<file path="src/rtl/rxf_pkg.sv">
package rxf_pkg;

    localparam int unsigned BIT_TICKS = 16;

    typedef enum logic [1:0] {
        TM_IDLE,
        TM_RUN,
        TM_EXPIRED
    } tm_state_e;

    // threshold in characters for each select code
    function automatic int unsigned trig_level(input logic [1:0] sel);
        unique case (sel)
            2'b00:   return 1;
            2'b01:   return 4;
            2'b10:   return 8;
            default: return 14;
        endcase
    endfunction

    // timeout length in ticks: (4*P + 12) bit times, P = 5 + code
    function automatic int unsigned tmo_ticks(input logic [1:0] wl);
        int unsigned p;
        p = 5 + int'(unsigned'(wl));
        return (4 * p + 12) * BIT_TICKS;
    endfunction

endpackage

</file>
<file path="src/rtl/rxf_store.sv">
module rxf_store #(
    parameter int DEPTH = 16,
    parameter int DW    = 8
) (
    input  logic                         clk,
    input  logic                         rst_n,
    input  logic                         flush,
    input  logic                         single,
    input  logic                         wr_en,
    input  logic [DW-1:0]                wr_data,
    input  logic                         rd_en,
    output logic [DW-1:0]                rd_data,
    output logic [$clog2(DEPTH+1)-1:0]   fill,
    output logic                         overrun
);
    localparam int AW = (DEPTH > 1) ? $clog2(DEPTH) : 1;
    localparam int CW = $clog2(DEPTH + 1);

    logic [DW-1:0] mem [DEPTH];
    logic [AW-1:0] wr_ptr, rd_ptr;
    logic [CW-1:0] cap;
    logic          do_wr, do_rd, drop;

    function automatic logic [AW-1:0] step(input logic [AW-1:0] p);
        return (p == AW'(DEPTH - 1)) ? '0 : p + AW'(1);
    endfunction

    always_comb begin
        cap     = single ? CW'(1) : CW'(DEPTH);
        do_wr   = wr_en && (fill < cap);
        drop    = wr_en && !(fill < cap);
        do_rd   = rd_en && (fill != '0);
        rd_data = mem[rd_ptr];
    end

    always_ff @(posedge clk) begin
        if (do_wr && !flush) mem[wr_ptr] <= wr_data;
    end

    always_ff @(posedge clk or negedge rst_n) begin
        if (!rst_n) begin
            wr_ptr  <= '0;
            rd_ptr  <= '0;
            fill    <= '0;
            overrun <= 1'b0;
        end else if (flush) begin
            wr_ptr  <= '0;
            rd_ptr  <= '0;
            fill    <= '0;
            overrun <= 1'b0;
        end else begin
            if (do_wr) wr_ptr <= step(wr_ptr);
            if (do_rd) rd_ptr <= step(rd_ptr);
            unique case ({do_wr, do_rd})
                2'b10:   fill <= fill + CW'(1);
                2'b01:   fill <= fill - CW'(1);
                default: fill <= fill;
            endcase
            if (drop)       overrun <= 1'b1;
            else if (do_rd) overrun <= 1'b0;
        end
    end
endmodule

</file>
<file path="src/rtl/rxf_timer.sv">
module rxf_timer
    import rxf_pkg::*;
(
    input  logic       clk,
    input  logic       rst_n,
    input  logic       enable,
    input  logic       has_data,
    input  logic       tick,
    input  logic       stop_mid,
    input  logic       rd_en,
    input  logic       wr_en,
    input  logic [1:0] wlen,
    output logic       expired
);
    localparam int CTW = $clog2(tmo_ticks(2'b11));

    tm_state_e      st_q, st_d;
    logic [CTW-1:0] cnt_q, cnt_d;
    logic [CTW-1:0] lim_m1;

    always_comb begin
        lim_m1 = CTW'(tmo_ticks(wlen) - 1);
        st_d   = st_q;
        cnt_d  = cnt_q;
        if (!enable || !has_data) begin
            st_d  = TM_IDLE;
            cnt_d = '0;
        end else begin
            unique case (st_q)
                TM_IDLE: begin
                    st_d  = TM_RUN;
                    cnt_d = '0;
                end
                TM_RUN: begin
                    if (rd_en || stop_mid) begin
                        cnt_d = '0;
                    end else if (tick) begin
                        if (cnt_q == lim_m1) begin
                            st_d  = TM_EXPIRED;
                            cnt_d = '0;
                        end else begin
                            cnt_d = cnt_q + CTW'(1);
                        end
                    end
                end
                TM_EXPIRED: begin
                    if (rd_en || wr_en || stop_mid) begin
                        st_d  = TM_RUN;
                        cnt_d = '0;
                    end
                end
                default: begin
                    st_d  = TM_IDLE;
                    cnt_d = '0;
                end
            endcase
        end
    end

    always_ff @(posedge clk or negedge rst_n) begin
        if (!rst_n) begin
            st_q  <= TM_IDLE;
            cnt_q <= '0;
        end else begin
            st_q  <= st_d;
            cnt_q <= cnt_d;
        end
    end

    always_comb begin
        expired = (st_q == TM_EXPIRED);
    end
endmodule

</file>
<file path="src/rtl/uart_rx_fifo_tmo.sv">
module uart_rx_fifo_tmo #(
    parameter int DEPTH = 16,
    parameter int DW    = 8
) (
    input  logic                        clk,
    input  logic                        rst_n,
    input  logic                        fifo_en,
    input  logic [1:0]                  trig_sel,
    input  logic [1:0]                  word_len,
    input  logic                        baud_tick,
    input  logic                        rx_wr,
    input  logic [DW-1:0]               rx_byte,
    input  logic                        stop_mid,
    input  logic                        host_rd,
    output logic [DW-1:0]               rd_data,
    output logic [$clog2(DEPTH+1)-1:0]  fill_cnt,
    output logic                        data_rdy,
    output logic                        trig_hit,
    output logic                        tmo_flag,
    output logic                        overrun
);
    localparam int CW = $clog2(DEPTH + 1);

    logic          mode_q, flush;
    logic [CW-1:0] level;

    always_ff @(posedge clk or negedge rst_n) begin
        if (!rst_n) mode_q <= 1'b0;
        else        mode_q <= fifo_en;
    end

    always_comb begin
        flush    = (fifo_en != mode_q);
        level    = fifo_en ? CW'(rxf_pkg::trig_level(trig_sel)) : CW'(1);
        data_rdy = (fill_cnt != '0);
        trig_hit = (fill_cnt >= level);
    end

    rxf_store #(.DEPTH(DEPTH), .DW(DW)) u_store (
        .clk     (clk),
        .rst_n   (rst_n),
        .flush   (flush),
        .single  (!fifo_en),
        .wr_en   (rx_wr),
        .wr_data (rx_byte),
        .rd_en   (host_rd),
        .rd_data (rd_data),
        .fill    (fill_cnt),
        .overrun (overrun)
    );

    rxf_timer u_timer (
        .clk      (clk),
        .rst_n    (rst_n),
        .enable   (fifo_en && !flush),
        .has_data (fill_cnt != '0),
        .tick     (baud_tick),
        .stop_mid (stop_mid),
        .rd_en    (host_rd),
        .wr_en    (rx_wr),
        .wlen     (word_len),
        .expired  (tmo_flag)
    );
endmodule

</file>
<file path="config.mk">
export PLATFORM = sky130hd
export DESIGN_NAME = uart_rx_fifo_tmo
export DESIGN_NICKNAME = d
export VERILOG_FILES = /design/src/rtl/rxf_pkg.sv /design/src/rtl/rxf_store.sv /design/src/rtl/rxf_timer.sv /design/src/rtl/uart_rx_fifo_tmo.sv
export SDC_FILE = /design/constraint.sdc
export NUM_CORES = 1
export LEC_CHECK = 0
export ABC_AREA = 0
export ABC_CLOCK_PERIOD_IN_PS = 3800
export BUFFER_PORTS_ARGS = -buffer_cell sky130_fd_sc_hd__buf_2
export CAP_MARGIN = 10
export CORE_ASPECT_RATIO = 0.8
export CORE_MARGIN = 2
export CORE_UTILIZATION = 49
export CTS_BUF_LIST = sky130_fd_sc_hd__clkbuf_8
export DETAILED_ROUTE_END_ITERATION = 6
export PLACE_DENSITY = 0.68
export SETUP_SLACK_MARGIN = 0.3
export SYNTH_ARGS = -nofsm -noshare
export SYNTH_HDL_FRONTEND = slang
export SYNTH_SLANG_ARGS = --single-unit
export TNS_END_PERCENT = 50
</file>
<file path="constraint.sdc">
create_clock -name clk -period 3.8 [get_ports clk]
set_input_delay 0.38 -clock clk [delete_from_list [all_inputs] [get_ports clk]]
set_output_delay 0.38 -clock clk [all_outputs]
set_load 0.03 [all_outputs]
</file>
==> results of run 1 <==
cells by family (layout without fill, tap and decap cells):
logic type	after synthesis	in the layout	share of synthesized area [%]
buf+inv	28	86	1.84
mux	44	44	14.1
fa+ha+maj	14	14	2.61
xor+xnor	14	14	1.94
flops	155	155	67.2
compound gates	43	43	4.23
simple gates	107	107	8.04
state kept, by name (all words and copies together), names as in the netlist:
name,flops
u_store.mem,128
u_timer.cnt_q,10
u_store.fill,5
u_store.rd_ptr,4
u_store.wr_ptr,4
u_timer.st_q,2
mode_q,1
u_store.overrun,1
per-layer routing:
| layer | up-vias | GRT usage (%) |
|---|---|---|
| li1 | 1673 | - |
| met1 | 1792 | 27.2 |
| met2 | 97 | 26.5 |
| met3 | 12 | 4.93 |
| met4 | 0 | 6.62 |
| met5 | - | 0 |
cells in the mapped netlist (2+ instances only):
cell type and number:
sky130_fd_sc_hd__a21oi_1 12, sky130_fd_sc_hd__a311oi_1 2, sky130_fd_sc_hd__a31oi_1 3, sky130_fd_sc_hd__and2_1 2
sky130_fd_sc_hd__and3_1 5, sky130_fd_sc_hd__and4b_1 2, sky130_fd_sc_hd__buf_2 6, sky130_fd_sc_hd__clkbuf_1 12
sky130_fd_sc_hd__dfrtp_1 27, sky130_fd_sc_hd__edfxtp_1 128, sky130_fd_sc_hd__ha_1 14, sky130_fd_sc_hd__inv_1 9
sky130_fd_sc_hd__mux2_2 2, sky130_fd_sc_hd__mux4_2 40, sky130_fd_sc_hd__nand2_1 20, sky130_fd_sc_hd__nand2b_1 6
sky130_fd_sc_hd__nand3_1 6, sky130_fd_sc_hd__nand3b_1 3, sky130_fd_sc_hd__nor2_1 42, sky130_fd_sc_hd__nor2b_1 6
sky130_fd_sc_hd__nor3b_1 4, sky130_fd_sc_hd__o2111ai_1 3, sky130_fd_sc_hd__o211ai_1 3, sky130_fd_sc_hd__o21ai_0 9
sky130_fd_sc_hd__or3_1 2, sky130_fd_sc_hd__or3b_2 2, sky130_fd_sc_hd__xor2_1 13
cell usage in the layout, fill, tap and decap left out, drive strengths merged, types with 6 or more instances in the layout:
| cell | instances |
|---|---|
| a21oi | 12 |
| nor2 | 42 |
| clkinv | 7 |
| nor2b | 6 |
| nand2b | 6 |
| edfxtp | 128 |
| buf | 45 |
| xor2 | 13 |
| dfrtp | 27 |
| nand2 | 20 |
| inv | 12 |
| nand3 | 6 |
| mux4 | 40 |
| clkbuf | 17 |
| o21ai | 11 |
| ha | 14 |
worst max-delay path by stage:
stage / startpoint / endpoint / slack [ns]
2_1_floorplan: u_store.fill[0] / u_store.fill[4] / 0.79
3_3_place_gp: u_store.fill[1] / u_store.fill[4] / 0.85
3_5_place_dp: u_store.fill[0] / u_store.fill[4] / 0.74
4_1_cts: u_store.rd_ptr[0] / rd_data[0] / 0.55
5_1_grt: u_store.rd_ptr[0] / rd_data[0] / 0.47
6_report: u_store.rd_ptr[0] / rd_data[0] / 0.63
per-stage QoR:
step | hold slack, ns | area, um^2 | total power, mW | setup slack [ns]
final | 0.158 | 7530 | 4.50 | 0.630
after global routing | 0.142 | 7530 | 4.73 | 0.470
after CTS | 0.126 | 7530 | 4.54 | 0.553
after detailed placement | 0.444 | 7120 | 3.31 | 0.737
after global placement | 0.431 | 7120 | 3.29 | 0.849
after floorplan | 0.0844 | 6720 | 2.97 | 0.790
worst max-delay path, cell delays in order (launching register included):
cell and delay, ns:
sky130_fd_sc_hd__dfrtp_2 0.79, sky130_fd_sc_hd__buf_4 0.31, sky130_fd_sc_hd__mux4_2 0.55, sky130_fd_sc_hd__mux4_2 0.50, sky130_fd_sc_hd__buf_2 0.20
report_power, final:
group | total, mW | switching [mW] | leakage (nW) | internal, mW
sequential | 2.02 | 0.118 | 1.52 | 1.90
clock | 1.23 | 0.541 | 0.215 | 0.692
combinational | 1.25 | 0.683 | 0.911 | 0.564
area by class of cell:
type	instances	share of cell area (%)
Timing Repair Buffer	46	3.62
Clock inverter	14	2.16
Multi-Input combinational cell	222	27.6
Tap cell	180	2.99
Sequential cell	155	60.1
Clock buffer	17	3.11
Inverter	9	0.449
==> qor_table.md, run 1 <==
| Parameter | Reported | Unit |
| --- | --- | --- |
| Top layer reached by signal wires | met4 | - |
| Clock net sink count | 155 | - |
| Depth of the worst register-to-register path | 10 | - |
| Initial antenna violation count | 0 | - |
| Routed wire length | 12.4 | mm |
| Number of buffers added by the clock tree synthesis step | 17 | - |
| Clock latency on the worst-skew pair | 0.44 | ns |
| Top cells by area, synth | sky130_fd_sc_hd__edfxtp_1, sky130_fd_sc_hd__mux4_2, sky130_fd_sc_hd__dfrtp_1 | - |
| Register area | 4520 | um^2 |
| Kind of capture point of the worst setup path | output pin | - |
| First-pass GRT wire length | 19.4 | mm |
| Worst reg-to-reg setup slack | 0.70 | ns |
| Maximum clock insertion buffer count | 2 | - |
| Kind of path behind the tightest hold check | in -> reg | - |
| Congestion Overflow GR | 0 | - |
| Worst Max-Slew Pin Slew | 0.876 | ns |
| Final setup violating endpoints | 0 | - |
| 1st-pass router iterations | 4 | - |
| Leakage power of the design | 2.65 | nW |
| Placer's final routability congestion estimate | 0.835 | - |
| Final hold violation count | 0 | - |
| RSZ-0062 raised after global routing | false | - |
| Clock tree from TritonCTS | done | - |
| IR drop worst, VDD | 0.262 | mV |
| Area leader, netlist | sky130_fd_sc_hd__edfxtp_1 | - |
| Total Nets Final | 484 | - |
| Crit Path Category | reg -> out | - |
| Number of flip-flops and latches in the synthesized netlist | 155 | - |
| Chip width | 135 | um |
| Floorplan die height | 109 | um |
| Largest fanout of any net on the critical path | 20 | - |
| Filler Cell Count | 1051 | - |
| Cell Area, Synth | 6720 | um^2 |
| Status | finished clean | - |
| Buffers inserted during post-CTS setup optimization | 0 | - |
| # hold bufs at CTS | 1 | - |
| Layout cell share with drive strength beyond 1 | 26.1 | % |
| Routed metal-1 wirelength | 5.86 | mm |
| Average wire per cell in the routed design | 19.2 | um |
| Critical R2R Capture | u_store.fill[4] | - |
| Final std cells w/o fill | 643 | - |
| Most used flip-flop cell after synthesis | sky130_fd_sc_hd__edfxtp_1 | - |
| IO Port Bufs | 35 | - |
| Final count of pins violating max slew | 0 | - |
| Highest achievable clock rate | 315 | MHz |
| Placed instance count | 611 | - |
| GRT Resource Usage Total | 18.4 | % |
| Via density | 5.56 | - |
| Sequential cell area fraction in the yosys report | 67.2 | % |
| Synth Warn # | 0 | - |
| Power density over the cells | 598 | nW/um^2 |
| Max Clock Skew | 0.00634 | ns |
| Pin count of the biggest net entering global routing | 37 | - |
| Worst hold path depth | 1 | - |
| Wire length on met2 | 5.66 | mm |
| Launch instance of the worst register-to-register path | u_store.fill[1] | - |
| Area fraction of the dominant cell type after synthesis | 57.2 | % |
| Number of synthesized flops with an enable pin | 128 | - |
| Synthesized area per cell | 16.6 | um^2 |
| Setup tns final | 0 | ns |
| Number of instances in the synthesized netlist | 405 | - |
| Post-synth ARST share | 17.4 | % |
| Crit share post-route | 83.4 | % |
| Rows | 38 | - |
| Post-Syn Nets | 438 | - |
| WP data arrival | 2.79 | ns |
| Final ANT Viol Nets | 0 | - |
| Hold Crit Endpoint | mode_q | - |
| Number of instances resized during post-cts repair | 0 | - |
| Post-layout minimum cycle time | 3.17 | ns |
| Area Growth Syn to Fin | 12.0 | % |
| Antenna diode instance count | 0 | - |
| Number of ports placed on the die boundary | 36 | - |
| Number of global-route vias before repair | 3569 | - |
| Count of max-cap constraint violations | 0 | - |
| Residual DRC | 0 | - |
| Area of the core | 13500 | um^2 |
| Starting Density | 49.8 | % |
| Data required time at the worst endpoint | 3.42 | ns |
| H-tree lvl count | 4 | - |
| Via total after detailed routing | 3574 | - |
| Clock-pin slew reported for the worst setup and hold paths after clock tree synthesis | 0.07 | ns |
| Count of routing violations after the opening detailed-route iteration | 284 | - |
| Root cell of the clock tree | sky130_fd_sc_hd__clkbuf_8 | - |
| Hold_sp | fifo_en | - |
| Area used by multi-input combinational logic | 2080 | um^2 |
| Detailed Place HPWL | 8.26 | mm |
| Finished Core Util | 55.7 | % |
| Synth unique cells | 49 | - |
| Relative slew margins | 41.4 | % |
| Die area | 14700 | um^2 |
| Critical path launch point type | register | - |
| Routed met3 length | 713 | um |
No activity file was read; power rests on OpenSTA's default activity.
==> run 2, diff against run 1 <==
ABC_CLOCK_PERIOD_IN_PS = 2740   (was 3800)
PLACE_DENSITY = 0.71   (was 0.68)
clock period = 2.74 ns   (was 3.8 ns; I/O delays follow)
==> qor_table.md, run 2 (synthesis results as in run 1) <==
| Parameter | Reported | Unit |
| --- | --- | --- |
| Pin count of the biggest net entering global routing | 37 | - |
| Commonest non-fill, non-tap cells in the layout | sky130_fd_sc_hd__edfxtp_1, sky130_fd_sc_hd__mux4_2, sky130_fd_sc_hd__nor2_1 | - |
| Max Clock Skew | 0.0150 | ns |
| Relative slew margins | 56.0 | % |
| Largest register FFs | 128 | - |
| PnR Total Power | 6.77 | mW |
| Clock latency on the worst-skew pair | 0.44 | ns |
| Worst Setup Slack post-DPL | 0.00715 | ns |
| First-pass GRT wire length | 21.5 | mm |
| Starting Density | 49.8 | % |
| Power density over the cells | 850 | nW/um^2 |
| IO Port Bufs | 35 | - |
| GRT Resource Usage Total | 20.2 | % |
| Die area | 14700 | um^2 |
| Final ANT Viol Nets | 0 | - |
| WP data arrival | 3.06 | ns |
| Count of max-cap constraint violations | 0 | - |
| Congestion Overflow GR | 0 | - |
| Critical R2R Capture | u_store.fill[4] | - |
| Post-Place Cell Area | 7310 | um^2 |
| Detailed Place HPWL | 8.64 | mm |
| Average wire per cell in the routed design | 20.7 | um |
| Final hold violation count | 0 | - |
| Residual DRC | 0 | - |
| Number of global-route vias before repair | 3789 | - |
| Antenna diode instance count | 0 | - |
| Final setup violating endpoints | 0 | - |
| Hold Crit Endpoint | mode_q | - |
| Leakage power of the design | 2.83 | nW |
| Area Growth Syn to Fin | 18.6 | % |
| Data required time at the worst endpoint | 3.06 | ns |
| Post-layout minimum cycle time | 2.74 | ns |
| Top Registers | u_store.mem (128), u_timer.cnt_q (10), u_store.fill (5) | - |
| Layout cell share with drive strength beyond 1 | 33.9 | % |
| Number of buffers added by the clock tree synthesis step | 17 | - |
| Root cell of the clock tree | sky130_fd_sc_hd__clkbuf_8 | - |
| Kind of capture point of the worst setup path | register | - |
| Worst Max-Slew Pin Slew | 0.660 | ns |
| Kind of path behind the tightest hold check | in -> reg | - |
| Via density | 5.73 | - |
| Crit Path Category | reg -> reg | - |
| Worst reg-to-reg setup slack | 0.002 | ns |
| Most common library cell in the layout ignoring fill and taps | sky130_fd_sc_hd__edfxtp_1 | - |
| Chip width | 135 | um |
| Initial antenna violation count | 0 | - |
| Routed wire length | 14.0 | mm |
| Worst hold path depth | 1 | - |
| Launch instance of the worst register-to-register path | u_store.fill[1] | - |
| Layout Cell Area excl Fill | 7970 | um^2 |
| Maximum clock insertion buffer count | 2 | - |
| Filler Cell Count | 1013 | - |
| Hold_sp | fifo_en | - |
| Status | finished clean | - |
| 1st-pass router iterations | 5 | - |
| Floorplan die height | 109 | um |
| Placer's final routability congestion estimate | 0.860 | - |
| Final count of pins violating max slew | 0 | - |
| Clock tree from TritonCTS | done | - |
| Area of the core | 13500 | um^2 |
| RSZ-0062 raised after global routing | true | - |
| H-tree lvl count | 4 | - |
| Depth of the worst register-to-register path | 10 | - |
| Clock-pin slew reported for the worst setup and hold paths after clock tree synthesis | 0.09 | ns |
| Highest achievable clock rate | 365 | MHz |
| Top register by number of flip-flops | u_store.mem | - |
| Count of routing violations after the opening detailed-route iteration | 445 | - |
| Final worst setup slack | 0.00170 | ns |
| Rows | 38 | - |
| Number of ports placed on the die boundary | 36 | - |
| Critical path launch point type | register | - |
| Hold Worst Slack | 0.0533 | ns |
| IR drop worst, VDD | 0.449 | mV |
| Clock net sink count | 155 | - |
| Total Nets Final | 515 | - |
| Crit share post-route | 99.9 | % |
| Largest fanout of any net on the critical path | 4 | - |
| Via total after detailed routing | 3868 | - |
==> run 2: critical path, stage by stage, from the launching register on <==
cell and delay, ns:
sky130_fd_sc_hd__dfrtp_2 0.40, sky130_fd_sc_hd__or4_4 0.58, sky130_fd_sc_hd__o21ai_4 0.15, sky130_fd_sc_hd__and2_4 0.16, sky130_fd_sc_hd__nor2_2 0.04, sky130_fd_sc_hd__xor2_1 0.15
sky130_fd_sc_hd__ha_2 0.20, sky130_fd_sc_hd__or4_4 0.42, sky130_fd_sc_hd__a211oi_2 0.19, sky130_fd_sc_hd__a21oi_2 0.06, sky130_fd_sc_hd__mux2_2 0.27
==> run 2: area by class of cell <==
| type | count | area, um^2 | share of cell area, % |
|---|---|---|---|
| clock buffers | 17 | 234 | 2.93 |
| repair buffers | 77 | 684 | 8.58 |
| inverters | 9 | 33.8 | 0.424 |
| well taps | 180 | 225 | 2.82 |
| multi-input cells | 222 | 2150 | 27.0 |
| flip-flops and latches | 155 | 4520 | 56.7 |
| clock inverters | 15 | 116 | 1.46 |
==> run 2: power by group <==
part	internal, mW	switching [mW]
clock	0.773	0.766
combinational	1.27	1.26
sequential	2.64	0.0624
==> run 2: per-stage QoR <==
stage | TNS, ns | cells | util (%)
6_report | 0 | 675 | 59.0
5_1_grt | -0.0789 | 675 | 59.0
4_1_cts | 0 | 670 | 58.0
3_5_place_dp | 0 | 626 | 54.1
3_3_place_gp | 0 | 626 | 54.1
2_1_floorplan | -0.197 | 405 | -
==> run 2: layer usage <==
layer / track usage (%) / vias to the layer above / wire length, um
li1: - / 1735 / -
met1: 29.2 / 2003 / 6380
met2: 30.9 / 118 / 6640
met3: 5.02 / 12 / 794
met4: 5.80 / 0 / 140
met5: 0 / - / 0
==> run 2: worst max-delay path by stage <==
stage / slack [ns] / startpoint / to
finish: 0.002 / u_store.fill[1] / u_store.fill[4]
global route: -0.08 / u_store.fill[1] / u_store.fill[4]
CTS: 0.05 / u_store.fill[1] / u_store.fill[4]
detailed placement: 0.007 / u_store.fill[2] / u_store.fill[4]
global placement: 0.06 / u_store.fill[2] / u_store.fill[4]
floorplan: -0.20 / u_store.fill[2] / u_store.fill[4]
==> run 2: what timing repair did <==
action,CTS,global route
hold buffers,1,0
setup endpoints to repair,10,47
cloned,3,2
buffers inserted,8,3
gates resized for setup,11,24
pin swaps,1,1
hold endpoints to repair,27,0
==> run 3, diff against run 2 <==
ABC_AREA = 1   (was 0)
==> qor_table.md, run 3 <==
| Parameter | Reported | Unit |
| --- | --- | --- |
| Status | finished clean | - |
| Via total after detailed routing | 4762 | - |
| Cell Area, Synth | 6860 | um^2 |
| Crit share post-route | 86.5 | % |
| Layout cell share with drive strength beyond 1 | 16.8 | % |
| Number of flip-flops and latches in the synthesized netlist | 155 | - |
| Antenna diode instance count | 0 | - |
| Synth Warn # | 0 | - |
| Final count of pins violating max slew | 0 | - |
| Area leader, netlist | sky130_fd_sc_hd__edfxtp_1 | - |
| GRT Resource Usage Total | 22.2 | % |
| Area fraction of the dominant cell type after synthesis | 56.0 | % |
| Number of global-route vias before repair | 4594 | - |
| IR drop worst, VDD | 0.350 | mV |
| Starting Density | 50.4 | % |
| Initial antenna violation count | 0 | - |
| Worst Max-Slew Pin Slew | 0.629 | ns |
| Hold Worst Slack | 0.129 | ns |
| Crit Path Category | reg -> out | - |
| Maximum clock insertion buffer count | 2 | - |
| 1st-pass router iterations | 7 | - |
| Worst Setup Slack post-DPL | 0.314 | ns |
| Commonest non-fill, non-tap cells in the layout | sky130_fd_sc_hd__edfxtp_1, sky130_fd_sc_hd__nor2_1, sky130_fd_sc_hd__nand2_1 | - |
| Number of synthesized flops with an enable pin | 128 | - |
| Residual DRC | 0 | - |
| Kind of path behind the tightest hold check | in -> reg | - |
| Count of max-cap constraint violations | 0 | - |
| Design internal power | 4.15 | mW |
| Final setup violating endpoints | 0 | - |
| Top register by number of flip-flops | u_store.mem | - |
| Root cell of the clock tree | sky130_fd_sc_hd__clkbuf_8 | - |
| Top Registers | u_store.mem (128), u_timer.cnt_q (10), u_store.fill (5) | - |
| Floorplan die height | 110 | um |
| Number of instances in the synthesized netlist | 601 | - |
| Combinational Power Share | 27.1 | % |
| Number of ports placed on the die boundary | 36 | - |
| Synth unique cells | 36 | - |
| Via density | 5.58 | - |
| RSZ-0062 raised after global routing | true | - |
| Routed wire length | 15.6 | mm |
| Area of the core | 13600 | um^2 |
| Post-layout minimum cycle time | 2.37 | ns |
| Clk network pwr share | 28.1 | % |
| Largest register FFs | 128 | - |
| Largest fanout of any net on the critical path | 34 | - |
| Final hold violation count | 0 | - |
| Clock latency on the worst-skew pair | 0.44 | ns |
| Data required time at the worst endpoint | 2.47 | ns |
| Most common library cell in the layout ignoring fill and taps | sky130_fd_sc_hd__edfxtp_1 | - |
| Relative slew margins | 58.1 | % |
| Post-synth ARST share | 17.4 | % |
| Post-Place Cell Area | 7360 | um^2 |
| Congestion Overflow GR | 0 | - |
| Kind of capture point of the worst setup path | output pin | - |
| Setup tns final | 0 | ns |
| Power density over the cells | 780 | nW/um^2 |
| Pin count of the biggest net entering global routing | 68 | - |
| First-pass GRT wire length | 24.4 | mm |
| Top-count cell post-synth | sky130_fd_sc_hd__edfxtp_1 | - |
| IO Port Bufs | 35 | - |
| Critical path launch point type | register | - |
| Layout Cell Area excl Fill | 7850 | um^2 |
| Number of buffers added by the clock tree synthesis step | 17 | - |
| Final ANT Viol Nets | 0 | - |
| Total Nets Final | 696 | - |
| Leakage power of the design | 2.94 | nW |
| Top cells by area, synth | sky130_fd_sc_hd__edfxtp_1, sky130_fd_sc_hd__dfrtp_1, sky130_fd_sc_hd__nor2_1 | - |
| Die area | 15000 | um^2 |
| Chip width | 136 | um |
| Post-Syn Nets | 634 | - |
| H-tree lvl count | 4 | - |
| Detailed Place HPWL | 10.3 | mm |
| Count of routing violations after the opening detailed-route iteration | 710 | - |
| Area Growth Syn to Fin | 14.4 | % |
| Highest achievable clock rate | 422 | MHz |
| Clock tree from TritonCTS | done | - |
| Final worst setup slack | 0.370 | ns |
| Most used flip-flop cell after synthesis | sky130_fd_sc_hd__edfxtp_1 | - |
| Sequential cell area fraction in the yosys report | 65.9 | % |
| Max Clock Skew | 0.0115 | ns |
| Placer's final routability congestion estimate | 0.925 | - |
| Sw Pwr | 1.97 | mW |
| WP data arrival | 2.10 | ns |
| Clock-pin slew reported for the worst setup and hold paths after clock tree synthesis | 0.08 | ns |
| Clock net sink count | 155 | - |
| Part of the total power dissipated in sequential elements | 44.8 | % |
| Top cells by instance count after synthesis | sky130_fd_sc_hd__edfxtp_1, sky130_fd_sc_hd__nor2_1, sky130_fd_sc_hd__nand2_1, sky130_fd_sc_hd__o21ai_0 | - |
| Rows | 38 | - |
| Average wire per cell in the routed design | 18.3 | um |
| Synthesized area per cell | 11.4 | um^2 |
| Switching power as a share of total power | 32.2 | % |
## run 3: cell count changes in the layout (fill, tap and decap cells not counted), moves of 18 or more
cell	change
sky130_fd_sc_hd__o21ai_0	+41
sky130_fd_sc_hd__nand2_1	+63
sky130_fd_sc_hd__inv_1	+28
sky130_fd_sc_hd__mux4_2	-40
sky130_fd_sc_hd__o32ai_1	+18
sky130_fd_sc_hd__nand3_1	+29
sky130_fd_sc_hd__nor2_1	+73
## run 3: cell type report
class / instances / area (um^2)
Tap cell: 180 / 225
Clock buffer: 17 / 234
Multi-Input combinational cell: 382 / 2120
Clock inverter: 12 / 161
Inverter: 44 / 168
Sequential cell: 155 / 4520
Fill cell: 1136 / 5750
Timing Repair Buffer: 63 / 418
## run 3: layer usage
layer,vias to the layer above,GRT usage [%],wire [um]
li1,2257,-,-
met1,2258,31.1,6950
met2,222,33.0,7090
met3,25,6.27,1230
met4,0,9.00,302
met5,-,0,0
## run 3: stage by stage
stage / instances / utilization, % / power [mW]
finish: 853 / 57.7 / 6.12
global placement: 819 / 54.2 / 4.32
global route: 853 / 57.7 / 6.41
detailed placement: 819 / 54.2 / 4.35
floorplan: 601 / - / 3.87
CTS: 850 / 57.2 / 6.06
## run 3: what timing repair did
action                                 4_1_cts  5_1_grt
hold buffers                                 2        0
setup buffers                                0        3
pin swaps                                    0        2
setup endpoints to repair                    1      107
gates resized for setup                      1       11
endpoints found under the hold margin       28        0
## run 3: kinds of logic after synthesis
logic type | synth area share, %
compound gates | 9.32
xor+xnor | 0.766
fa+ha+maj | 2.55
buf+inv | 3.61
flops | 65.9
mux | 2.19
simple gates | 15.7
## run 3: power by group through the flow
stage,sequential (mW),combinational [mW],clock (mW)
after floorplan,2.82,1.05,0
after global placement,2.79,1.54,0
after detailed placement,2.79,1.56,0
after CTS,2.74,1.57,1.75
after global routing,2.75,1.82,1.85
final,2.74,1.66,1.72
## run 3: final timing paths
path | startpoint | end | slack, ns | depth (start not counted)
max in group asynchronous | rst_n | u_store.fill[0] | 1.90 | 2
worst min-delay path | rx_wr | u_store.overrun | 0.13 | 3
worst max register to register | u_store.fill[4] | u_store.mem[9][0] | 0.40 | 9
worst max-delay path | u_store.rd_ptr[0] | rd_data[2] | 0.37 | 6
min in group asynchronous | rst_n | mode_q | 0.39 | 2
worst min register to register | u_store.overrun | u_store.overrun | 0.54 | 2
## run 3: worst max-delay path, cell delays in order, from the launching register on
cell                       delay (ns)
sky130_fd_sc_hd__dfrtp_2         0.44
sky130_fd_sc_hd__buf_6           0.20
sky130_fd_sc_hd__o21ai_0         0.30
sky130_fd_sc_hd__o32ai_1         0.17
sky130_fd_sc_hd__o211ai_1        0.26
sky130_fd_sc_hd__nand3_1         0.09
sky130_fd_sc_hd__buf_2           0.19
